### src/rtl/dag_pkg.sv
package dag_pkg;
  localparam int unsigned IO_LSB  = 12;
  localparam logic [3:0]  IO_PAGE = 4'hD;

  typedef struct packed {
    logic       io_en;
    logic [7:0] mb;
  } chan_cfg_t;

  function automatic logic in_io_page(input logic [15:0] a);
    return a[IO_LSB+3:IO_LSB] == IO_PAGE;
  endfunction
endpackage

### src/rtl/dag_base.sv
module dag_base #(
  parameter int unsigned MB_W = 8
) (
  input  logic [MB_W-1:0] mbyte_i,
  input  logic [2:0]      hi_i,
  input  logic            rev_i,
  output logic [MB_W-1:0] mb_o
);
  always_comb begin
    if (rev_i) mb_o = mbyte_i + {{(MB_W-3){1'b0}}, hi_i};
    else       mb_o = mbyte_i;
  end
endmodule

### src/rtl/dag_offset.sv
module dag_offset #(
  parameter int unsigned OFS_W  = 28,
  parameter int unsigned STEP_W = 16
) (
  input  logic              clk_i,
  input  logic              rst_ni,
  input  logic              load_i,
  input  logic [OFS_W-1:0]  init_i,
  input  logic              adv_i,
  input  logic [STEP_W-1:0] step_i,
  output logic [OFS_W-1:0]  ofs_o
);
  logic [OFS_W-1:0] step_ext;
  assign step_ext = {{(OFS_W-STEP_W){step_i[STEP_W-1]}}, step_i};

  always_ff @(posedge clk_i or negedge rst_ni) begin
    if (!rst_ni)     ofs_o <= '0;
    else if (load_i) ofs_o <= init_i;
    else if (adv_i)  ofs_o <= ofs_o + step_ext;
  end
endmodule

### src/rtl/dag_route.sv
module dag_route #(
  parameter int unsigned PA_W   = 28,
  parameter int unsigned DATA_W = 8
) (
  input  logic              clk_i,
  input  logic              rst_ni,
  input  logic              fire_i,
  input  logic [PA_W-1:0]   phys_i,
  input  logic              io_en_i,
  input  logic              wr_req_i,
  input  logic [DATA_W-1:0] wdata_i,
  input  logic              transp_en_i,
  input  logic [DATA_W-1:0] transp_val_i,
  output logic [PA_W-1:0]   addr_o,
  output logic              io_sel_o,
  output logic              wr_en_o,
  output logic [DATA_W-1:0] wdata_o,
  output logic              valid_o
);
  import dag_pkg::*;

  logic io_hit, transp_hit;
  assign io_hit     = io_en_i && in_io_page(phys_i[15:0]);
  assign transp_hit = transp_en_i && (wdata_i == transp_val_i);

  always_ff @(posedge clk_i or negedge rst_ni) begin
    if (!rst_ni) begin
      addr_o   <= '0;
      io_sel_o <= 1'b0;
      wr_en_o  <= 1'b0;
      wdata_o  <= '0;
      valid_o  <= 1'b0;
    end else begin
      valid_o  <= fire_i;
      io_sel_o <= fire_i && io_hit;
      wr_en_o  <= fire_i && wr_req_i && !transp_hit;
      if (fire_i) begin
        addr_o  <= phys_i;
        wdata_o <= wdata_i;
      end
    end
  end
endmodule

### src/rtl/dma_addr_gen.sv
module dma_addr_gen #(
  parameter int unsigned SLICE_W    = 20,
  parameter int unsigned FRAC_W     = 8,
  parameter int unsigned STEP_INT_W = 8,
  parameter int unsigned MB_W       = 8,
  parameter int unsigned DATA_W     = 8,
  localparam int unsigned DESC_W    = SLICE_W + 4,
  localparam int unsigned OFS_W     = SLICE_W + FRAC_W,
  localparam int unsigned STEP_W    = STEP_INT_W + FRAC_W,
  localparam int unsigned PA_W      = SLICE_W + MB_W
) (
  input  logic                  clk_i,
  input  logic                  rst_ni,
  input  logic                  load_i,
  input  logic [DESC_W-1:0]     desc_addr_i,
  input  logic [MB_W-1:0]       mbyte_i,
  input  logic                  rev_i,
  input  logic [STEP_INT_W-1:0] step_int_i,
  input  logic [FRAC_W-1:0]     step_frac_i,
  input  logic                  step_i,
  input  logic                  wr_req_i,
  input  logic [DATA_W-1:0]     wdata_i,
  input  logic                  transp_en_i,
  input  logic [DATA_W-1:0]     transp_val_i,
  output logic [PA_W-1:0]       addr_o,
  output logic                  io_sel_o,
  output logic                  wr_en_o,
  output logic [DATA_W-1:0]     wdata_o,
  output logic                  valid_o
);
  logic [MB_W-1:0]   mb_sel, mb_q;
  logic              io_en_q;
  logic [STEP_W-1:0] step_q;
  logic [OFS_W-1:0]  ofs, ofs_init;
  logic [PA_W-1:0]   phys;
  logic              fire;

  assign fire     = step_i && !load_i;  // load wins
  assign ofs_init = {desc_addr_i[SLICE_W-1:0], {FRAC_W{1'b0}}};

  dag_base #(.MB_W(MB_W)) u_base (
    .mbyte_i (mbyte_i),
    .hi_i    (desc_addr_i[SLICE_W+2:SLICE_W]),
    .rev_i   (rev_i),
    .mb_o    (mb_sel)
  );

  always_ff @(posedge clk_i or negedge rst_ni) begin
    if (!rst_ni) begin
      mb_q    <= '0;
      io_en_q <= 1'b0;
      step_q  <= '0;
    end else if (load_i) begin
      mb_q    <= mb_sel;
      io_en_q <= desc_addr_i[DESC_W-1];
      step_q  <= {step_int_i, step_frac_i};
    end
  end

  dag_offset #(.OFS_W(OFS_W), .STEP_W(STEP_W)) u_ofs (
    .clk_i  (clk_i),
    .rst_ni (rst_ni),
    .load_i (load_i),
    .init_i (ofs_init),
    .adv_i  (fire),
    .step_i (step_q),
    .ofs_o  (ofs)
  );

  // base occupies only bits above the slice, so add reduces to concatenation
  assign phys = {mb_q, ofs[OFS_W-1:FRAC_W]};

  dag_route #(.PA_W(PA_W), .DATA_W(DATA_W)) u_route (
    .clk_i        (clk_i),
    .rst_ni       (rst_ni),
    .fire_i       (fire),
    .phys_i       (phys),
    .io_en_i      (io_en_q),
    .wr_req_i     (wr_req_i),
    .wdata_i      (wdata_i),
    .transp_en_i  (transp_en_i),
    .transp_val_i (transp_val_i),
    .addr_o       (addr_o),
    .io_sel_o     (io_sel_o),
    .wr_en_o      (wr_en_o),
    .wdata_o      (wdata_o),
    .valid_o      (valid_o)
  );
endmodule

### config.mk
export PLATFORM = sky130hd
export DESIGN_NAME = dma_addr_gen
export DESIGN_NICKNAME = d
export VERILOG_FILES = /design/src/rtl/dag_pkg.sv /design/src/rtl/dag_base.sv /design/src/rtl/dag_offset.sv /design/src/rtl/dag_route.sv /design/src/rtl/dma_addr_gen.sv
export SDC_FILE = /design/constraint.sdc
export NUM_CORES = 1
export LEC_CHECK = 0
export BUFFER_PORTS_ARGS = -buffer_cell sky130_fd_sc_hd__clkbuf_2
export CAP_MARGIN = 20
export CORE_MARGIN = 8
export CORE_UTILIZATION = 25
export DETAILED_ROUTE_END_ITERATION = 7
export SYNTH_ARGS = -nofsm -noshare
export SYNTH_HDL_FRONTEND = slang
export SYNTH_SLANG_ARGS = --single-unit
### constraint.sdc
create_clock -name clk_i -period 3.95 [get_ports clk_i]
set_clock_uncertainty 0.2 [all_clocks]
set_input_delay 0.395 -clock clk_i [delete_from_list [all_inputs] [get_ports clk_i]]
set_output_delay 0.395 -clock clk_i [all_outputs]
set_load 0.005 [all_outputs]
==> results.yml, run 1 <==
synthesis:
  synth_warnings: 0
  postSynth.asyncResetShare_pct: 100
  synth.most_common_cell: "nand2_1"
  netlist_instances: 561
  synthFlopType: "dfrtp_1"
  yosys-top-cells-count: "137 x nand2_1, 92 x dfrtp_1, 35 x a21oi_1"
  synth_nets: 664
  syn_area_um2: 5230
  ys_seq_elements: 92
  yosysTopAreaCell: "dfrtp_1"
  synth_edf_count: 0
  synth.area.top_cells: "dfrtp_1 44%, nand2_1 9.8%, ha_1 7.2%"
  yosysUniqueCellTypes: 56
  syn_area_per_cell_um2: 9.33
  synth_top_area_share_pct: 44.0
  seq_area_frac_synth_pct: 44.0
global_route:
  grt_pass1_wl_um: 23100
  grt_start_max_net_pins: 49
  use_met3_pct: 3.10
  track_usage_pct: 11.1
  grt-ovfl-total: 0
  grt_pass1_vias: 4361
  grt_use_met2_pct: 17.8
  antenna_found_initial: 0
  top_usage_layer: "met2"
  met1_usage_pct: 14.1
power_and_ir_drop:
  p_leak_nw: 3.16
  finalPower_mw: 3.40
  pwr-share-comb_pct: 34.0
  switching_share_pct: 33.8
  p_sw_mw: 1.15
  clkPwrFrac_pct: 30.0
  seqPwrFrac_pct: 36.1
  power_density_nw_per_um2: 528
  irDropWorstVdd_uv: 201
  p_int_mw: 2.25
floorplanning:
  row_count: 53
  die_h_um: 161
  coreArea_um2: 20800
  io_pins: 110
  initial_utilization_pct: 25.2
  die_area_um2: 25800
  die_width_um: 161
finish:
  fin_nets: 764
  diodes: 0
  design_area_um2: 6430
  nFillCells: 2203
  drive_gt1_share_pct: 24.6
  area_growth_syn_to_layout_pct: 22.9
  final_util_pct: 31.0
  final_cells: 941
clock_network:
  cts_buffer_depth: 2
  post-cts-setup-buffers: 0
  clock-sinks: 92
  cts_hold_buffers: 1
  cts-buffers-inserted: 9
  post_cts_resized: 0
  h-tree-depth: 3
  insertion_delay_ns: 0.36
  clockRootBuffer: "clkbuf_16"
  cts_tree: "yes"
  path_clk_slew_ns: 0.07
sta:
  clock.fmax_mhz: 334
  rsz0062_at_grt: "false"
  slew_viol_final: 0
  finalHoldViolations: 0
  final_period_minus_worst_setup_slack_ns: 2.99
  setup_viol: 0
  setup_tns_ns: 0
  worst_pin_slew_ns: 0.871
  slew_headroom_pct: 41.9
  post-route-period-util_pct: 75.8
setup_path:
  crit_path_end: "u_ofs.ofs_o[22]"
  crit_path_end_kind: "flip-flop"
  worst-endpoint-required_ns: 3.97
  path_class: "reg2reg"
  start_kind: "flip-flop"
  crit_path_start: "step_q[0]"
  reg2reg_to: "u_ofs.ofs_o[22]"
  r2r_start: "step_q[0]"
  r2r_setup_slack_ns: 0.96
  critPathArrivalTime_ns: 3.01
  r2r_cells: 10
  cp_max_fo: 4
worst_hold_path:
  hp-class: "in2reg"
drt:
  vias: 4255
  drt-initial-drc-count: 234
  route.detailed.drc: 0
  wire_per_inst_um: 14.9
  avgViaCountPerCell: 4.52
  totalWireLength_um: 14000
  first_pass_iters: 4
  drtAntennaViolNets: 0
place:
  placed_cell_area_um2: 6080
  port_buffers: 109
  hpwl_um: 10500
  dp.cells: 924
  place_congestion: 0.839
job:
  maxCapViolCount: 0
run_status:
  status: "complete, no violations"
worst min-delay path by stage:
stage | from | to | slack [ns] | depth (start not counted)
after floorplan | rst_ni | io_en_q | -0.10 | 0
after global placement | rst_ni | u_route.addr_o[16] | 0.21 | 1
after detailed placement | rst_ni | u_route.addr_o[16] | 0.21 | 1
after CTS | transp_en_i | u_route.wr_en_o | 0.002 | 2
after global routing | transp_en_i | u_route.wr_en_o | 0.02 | 2
final | transp_en_i | u_route.wr_en_o | 0.02 | 2
placed cells by master, fill, tap and decap left out, types with 4 or more instances in the layout:
| cell type | count |
|---|---|
| nand4_1 | 8 |
| o21ai_1 | 5 |
| xor2_1 | 14 |
| nand2_1 | 137 |
| dfrtp_1 | 92 |
| inv_1 | 13 |
| o21bai_1 | 4 |
| nor2_1 | 31 |
| nand3_1 | 7 |
| a211oi_1 | 5 |
| clkbuf_2 | 108 |
| a22oi_1 | 6 |
| xnor2_1 | 23 |
| a21o_1 | 10 |
| o21ai_0 | 27 |
| mux2i_1 | 17 |
| buf_4 | 6 |
| mux2_2 | 21 |
| ha_1 | 30 |
| clkbuf_16 | 9 |
| a21oi_1 | 35 |
| a31oi_1 | 5 |
layer usage:
layer | wire, µm | up-vias
li1 | - | 2153
met3 | 776 | 17
met5 | 0 | -
met2 | 6580 | 92
met4 | 263 | 0
met1 | 6430 | 1993
worst max-delay path, cell delays in order, from the launching register on:
cell,delay (ns)
dfrtp_1,0.39
ha_1,0.24
fa_1,0.43
a211o_1,0.33
a21oi_4,0.20
o2111ai_2,0.18
a41oi_1,0.39
o21ai_1,0.14
xor2_1,0.15
mux2i_1,0.14
o21ai_1,0.07
sequential cells by signal, summed over array words and instances, names as in the netlist:
signal,cells
u_route.valid_o,1
u_ofs.ofs_o,28
u_route.io_sel_o,1
step_q,16
u_route.wr_en_o,1
io_en_q,1
u_route.wdata_o,8
mb_q,8
u_route.addr_o,28
cell type report:
| class | instances | area [µm²] | area share (%) |
|---|---|---|---|
| clock buffer | 9 | 225 | 3.50 |
| sequential | 92 | 2300 | 35.8 |
| clock inverter | 7 | 120 | 1.87 |
| timing repair buffer | 116 | 616 | 9.57 |
| tap | 275 | 344 | 5.35 |
| multi-input combinational | 429 | 2780 | 43.2 |
| inverter | 13 | 48.8 | 0.759 |
through the flow:
| step | setup WS [ns] | hold slack [ns] |
|---|---|---|
| after floorplan | 1.15 | -0.101 |
| after global placement | 1.02 | 0.208 |
| after detailed placement | 0.981 | 0.214 |
| after CTS | 0.947 | 0.00193 |
| after global routing | 0.759 | 0.0166 |
| final | 0.955 | 0.0246 |
kinds of logic (layout without fill, tap and decap cells):
| group | Yosys count | count (layout) | share of synthesized area (%) |
|---|---|---|---|
| simple gates | 202 | 202 | 16.2 |
| compound gates | 120 | 120 | 14.9 |
| flops | 92 | 92 | 44.0 |
| buf+inv | 40 | 145 | 3.04 |
| mux | 38 | 38 | 7.77 |
| xor+xnor | 37 | 37 | 6.19 |
| fa+ha+maj | 32 | 32 | 7.94 |
power groups by stage:
| stage | Combinational, mW | Clock [mW] | Sequential [mW] |
|---|---|---|---|
| 2_1_floorplan | 0.835 | 0 | 1.22 |
| 3_3_place_gp | 1.15 | 0 | 1.24 |
| 3_5_place_dp | 1.16 | 0 | 1.24 |
| 4_1_cts | 1.16 | 1.05 | 1.23 |
| 5_1_grt | 1.31 | 1.09 | 1.25 |
| 6_report | 1.15 | 1.02 | 1.22 |
(Power assumes the default switching activity.)
==> run 2, diff against run 1 <==
Clock period 3.95 ns to 2.7 ns, I/O delays scaled along.
==> run 2 against run 1 <==
Compared with the run above:
- the run now ends with setup timing left
- combinational power rose by 83%
- total power increased by 52%
- critical path depth did not move
- non-clock buffer count up 83
- die area did not move
- critical endpoint is now u_ofs.ofs_o[26]
- sequential power increased by 48%
- worst setup slack worse by 1.0 ns
- maximum frequency up 8.3%
- register-to-register slack worse by 1.0 ns
- sequential share of layout area decreased by 4.4 points
- clock power up 25%
- hold slack better by 0.019 ns
==> results.yml, run 2 (synthesized netlist as in run 1, its figures left out) <==
run_status:
  status: "complete, but fails checks"
  violations: "setup timing"
global_route:
  grt_pass1_wl_um: 24600
  grt_start_max_net_pins: 44
  grt_pass1_vias: 4773
  antenna_found_initial: 0
  grt-ovfl-total: 0
  track_usage_pct: 11.7
finish:
  drive_gt1_share_pct: 29.9
  final_common_cell: "nand2_1"
  design_area_um2: 7330
  final_cell_mix: "137 x nand2_1, 108 x clkbuf_2, 91 x dfrtp_1, 47 x dlygate4sd3_1, 41 x buf_4"
  fin_nets: 847
  seq_area_um2: 2300
  reg_top3: "u_ofs.ofs_o x28, u_route.addr_o x28, step_q x16"
  nFillCells: 2147
  area_growth_syn_to_layout_pct: 40.1
  diodes: 0
  final_cells: 1024
  multi_input_comb_area_um2: 2980
  final_util_pct: 35.3
drt:
  first_pass_iters: 4
  totalWireLength_um: 14800
  wire_per_inst_um: 14.5
  avgViaCountPerCell: 4.45
  drt-initial-drc-count: 186
  drtAntennaViolNets: 0
  route.detailed.drc: 0
  vias: 4561
place:
  place_congestion: 0.796
  preCtsSetupSlack_ns: -0.127
  dp.cells: 955
  hpwl_um: 10900
  port_buffers: 109
  placed_cell_area_um2: 6310
setup_path:
  crit_path_end_kind: "flip-flop"
  worst-endpoint-required_ns: 2.72
  r2r_setup_slack_ns: -0.07
  path_class: "reg2reg"
  reg2reg_to: "u_ofs.ofs_o[26]"
  critPathArrivalTime_ns: 2.79
  cp_max_fo: 4
  start_kind: "flip-flop"
  r2r_cells: 10
  r2r_start: "u_ofs.ofs_o[0]"
clock_network:
  clock-sinks: 92
  cts-buffers-inserted: 9
  insertion_delay_ns: 0.35
  cts_buffer_depth: 2
  cts_tree: "yes"
  clockRootBuffer: "clkbuf_16"
  h-tree-depth: 3
  path_clk_slew_ns: 0.07
sta:
  final.setup.worst_slack_ns: -0.0659
  final_period_minus_worst_setup_slack_ns: 2.77
  slew_viol_final: 0
  slew_headroom_pct: 59.5
  finalHoldViolations: 0
  clock.fmax_mhz: 362
  setup_viol: 4
  post-route-period-util_pct: 102
  worst_pin_slew_ns: 0.608
  rsz0062_at_grt: "true"
power_and_ir_drop:
  power_density_nw_per_um2: 705
  irDropWorstVdd_uv: 279
  p_leak_nw: 3.55
worst_hold_path:
  hold_depth: 3
  hp-class: "in2reg"
  whs_endpoint: "mb_q[7]"
  min_from: "mbyte_i[7]"
floorplanning:
  coreArea_um2: 20800
  io_pins: 110
  die_width_um: 161
  initial_utilization_pct: 25.2
  row_count: 53
  die_h_um: 161
  die_area_um2: 25800
job:
  maxCapViolCount: 0
==> run 2: cell types whose count changed in the layout (fill, tap and decap cells not counted), sizes merged <==
cell	before	now
dlygate4sd3	1	47
buf	7	44
clkinv	1	4
bufinv	3	1
inv	15	13
clkbuf	117	118
==> run 2: per-stage QoR <==
stage                     setup TNS [ns]  hold WS, ns  power [mW]
after floorplan                  -0.0192       -0.226        3.01
after global placement            -0.439        0.116        3.63
after detailed placement          -0.804        0.122        3.65
after CTS                         -0.303       0.0290        5.05
after global routing              -0.890       0.0210        5.55
final                             -0.134       0.0432        5.17
==> run 2: power breakdown <==
part           switching, mW  internal, mW  leakage (nW)  total, mW
registers              0.178          1.62          1.12       1.80
clock network          0.553         0.718         0.142       1.27
logic                   1.06          1.04          2.28       2.10
==> run 2: cell type report <==
type / instances / share of cell area, %
Clock buffer: 10 / 3.12
Multi-Input combinational cell: 429 / 40.6
Clock inverter: 6 / 0.888
Tap cell: 275 / 4.69
Inverter: 13 / 0.666
Sequential cell: 92 / 31.4
Timing Repair Buffer: 199 / 18.6
==> run 2: worst max path at each step <==
stage	start	end	slack [ns]	cells after the start
after CTS	step_q[0]	u_ofs.ofs_o[14]	-0.13	10
after global routing	u_ofs.ofs_o[0]	u_ofs.ofs_o[26]	-0.22	10
after global placement	step_q[0]	u_ofs.ofs_o[26]	-0.1	10
after detailed placement	step_q[0]	u_ofs.ofs_o[26]	-0.13	10
final	u_ofs.ofs_o[0]	u_ofs.ofs_o[26]	-0.07	10
after floorplan	step_q[0]	u_ofs.ofs_o[14]	-0.02	10
==> run 2: worst max-delay path: stages (launching register included) <==
cell and delay (ns):
dfrtp_1 0.39, ha_2 0.21, fa_2 0.34, a211o_1 0.31, a21oi_4 0.21, o2111ai_2 0.15, and3_1 0.18, o21a_1 0.20
o31ai_2 0.22, xor2_1 0.18, o21ai_1 0.07
==> run 2: timing repair <==
action,4_1_cts,5_1_grt
resized for setup,9,31
endpoints found under the hold margin,86,0
pin swaps,10,17
hold buffers,47,0
buffers inserted,3,3
endpoints found under the setup margin,11,14
==> run 2: layer usage <==
metal / wire length (µm) / global-route usage, % / part of all wire [%]
met4: 205 / 3.41 / 1.4
met3: 701 / 3.74 / 4.7
met2: 6900 / 18.8 / 47
met5: 0 / 0 / 0
met1: 7020 / 14.8 / 47
==> run 3, diff against run 2 <==
Settings changed: SYNTH_HIERARCHICAL from default to 1.
==> run 3 against run 2 <==
Compared with the run above:
- the flow still finishes with violations (setup timing)
- clock power rose by 12%
- worst setup slack improved by 0.035 ns
- register-to-register slack improved by 0.04 ns
- hold slack got worse by 0.034 ns
- total power fell by 0.23%
- via count fell by 2.6%
- design area rose by 7.2%
- critical path type unchanged
- largest cell class unchanged
- largest power group unchanged
==> results.yml, run 3 <==
finish:
  area_growth_syn_to_layout_pct: 40.2
  final_cell_mix: "107 x clkbuf_2, 91 x dfrtp_1, 58 x buf_4, 46 x dlygate4sd3_1, 37 x mux2_4"
  final_common_cell: "clkbuf_2"
  final_cells: 1001
  reg_top3: "u_ofs/ofs_o x28, u_route/addr_o x28, step_q x16"
  fin_nets: 818
  final_util_pct: 35.9
  drive_gt1_share_pct: 41.0
synthesis:
  ys_seq_elements: 92
  synth.most_common_cell: "dfrtp_1"
  synth_warnings: 6
  seq_area_frac_synth_pct: 41.1
  synth_top_area_share_pct: 41.1
  syn_area_um2: 5600
  yosys-top-cells-count: "92 x dfrtp_1, 37 x mux2_4, 34 x nand2_1"
  syn_area_per_cell_um2: 11.1
  netlist_instances: 504
  yosysUniqueCellTypes: 56
  yosysTopAreaCell: "dfrtp_1"
  postSynth.asyncResetShare_pct: 100
  synthFlopType: "dfrtp_1"
  synth.area.top_cells: "dfrtp_1 41%, mux2_4 9.9%, ha_1 6.7%"
  synth_edf_count: 0
worst_hold_path:
  min_from: "desc_addr_i[19]"
  hp-class: "in2reg"
sta:
  final.setup.worst_slack_ns: -0.0309
  post-route-period-util_pct: 101
  final_period_minus_worst_setup_slack_ns: 2.73
  rsz0062_at_grt: "true"
  slew_headroom_pct: 56.0
  clock.fmax_mhz: 366
  slew_viol_final: 0
  worst_pin_slew_ns: 0.660
  finalHoldViolations: 0
  setup_viol: 5
floorplanning:
  coreArea_um2: 21900
  io_pins: 110
  die_area_um2: 27500
  initial_utilization_pct: 25.6
  die_h_um: 166
  die_width_um: 166
  row_count: 54
global_route:
  grt_start_max_net_pins: 59
  grt_pass1_wl_um: 25000
  grt-ovfl-total: 0
  grt_pass1_vias: 4858
  track_usage_pct: 11.0
  antenna_found_initial: 1
clock_network:
  clockRootBuffer: "clkbuf_16"
  clock-sinks: 92
  cts_buffer_depth: 2
  cts-buffers-inserted: 9
  path_clk_slew_ns: 0.06
  cts_tree: "yes"
  insertion_delay_ns: 0.35
  h-tree-depth: 3
setup_path:
  start_kind: "flip-flop"
  critPathArrivalTime_ns: 2.76
  r2r_start: "step_q[15]"
  crit_path_start: "step_q[15]"
  path_class: "reg2reg"
  worst-endpoint-required_ns: 2.73
  cp_max_fo: 5
  crit_path_end_kind: "flip-flop"
place:
  port_buffers: 109
  place_congestion: 0.794
  dp.cells: 930
  preCtsSetupSlack_ns: -0.187
  hpwl_um: 11000
drt:
  vias: 4444
  avgViaCountPerCell: 4.44
  drtAntennaViolNets: 0
  drt-initial-drc-count: 181
  route.detailed.drc: 0
  wire_per_inst_um: 15.0
  first_pass_iters: 5
  totalWireLength_um: 15000
power_and_ir_drop:
  irDropWorstVdd_uv: 365
  power_density_nw_per_um2: 656
  p_leak_nw: 3.67
run_status:
  status: "complete, but fails checks"
  violations: "setup timing"
job:
  maxCapViolCount: 0
run 3: changes by cell type after synthesis, sizes merged, moves of 6 or more:
cell,before,now
and3,1,7
nand2,137,34
nor2,31,18
clkbuf,17,11
o21ai,32,41
mux2,21,64
run 3: timing repair:
item | 4_1_cts | 5_1_grt
pin swaps | 21 | 18
setup endpoints to repair | 10 | 15
hold buffers | 46 | 0
cloned | 0 | 0
endpoints found under the hold margin | 88 | 0
setup buffers | 8 | 1
resized for setup | 17 | 21
run 3: area by class of cell:
class	count	area, µm²
diodes	1	2.50
clock buffers	11	253
clock inverters	5	82.6
fillers	2233	14000
inverters	13	48.8
multi-input cells	385	3330
flip-flops and latches	92	2300
well taps	280	350
repair buffers	214	1490
run 3: final timing paths:
kind                                      end  cells after the start  slack [ns]
max in group asynchronous  u_route/addr_o[23]                      3        1.32
max reg2reg                   u_ofs/ofs_o[26]                     11       -0.03
min reg2reg                 u_route/addr_o[0]                      1        0.31
min                           u_ofs/ofs_o[27]                      3       0.009
max                           u_ofs/ofs_o[26]                     11       -0.03
min in group asynchronous           step_q[2]                      2        0.30
run 3: metrics by stage:
step	power (mW)	hold slack [ns]	TNS (ns)	instance area, µm²
2_1_floorplan	2.88	-0.226	0	5680
3_3_place_gp	3.55	0.150	-0.543	6840
3_5_place_dp	3.57	0.145	-0.845	6840
4_1_cts	5.16	0.00385	-0.309	7770
5_1_grt	5.49	0.0279	-1.19	7860
6_report	5.15	0.00950	-0.129	7860
run 3: logic make-up (layout without fill, tap and decap cells):
kind of cell    Yosys count  after routing  share of synthesized area, %
simple gates            108            108                          10.0
fa+ha+maj                32             32                          7.41
flops                    92             92                          41.1
other cells               1              9                        0.0669
compound gates          123            123                          14.3
xor+xnor                 32             32                          5.00
buf+inv                  34            243                          3.60
mux                      82             82                          18.6
run 3: critical path: stages, from the launching register on:
cell     delay [ns]
dfrtp_2        0.48
buf_12         0.16
ha_1           0.30
a21o_1         0.20
a21o_1         0.19
a21oi_2        0.17
o21ai_1        0.09
a21o_1         0.18
a21oi_1        0.18
o21ai_2        0.08
mux2i_1        0.12
a221o_1        0.25
run 3: where the power goes:
part,total (mW),switching (mW),internal [mW]
combinational,1.96,0.895,1.07
clock,1.42,0.555,0.866
sequential,1.77,0.163,1.61
total,5.15,1.61,3.54
run 3: metal layers:
layer	up-vias	wire [µm]	track usage (%)
met4	0	179	3.68
met1	2124	7200	14.0
met2	74	6950	17.5
met3	11	644	3.31
met5	-	0	0
li1	2235	-	-
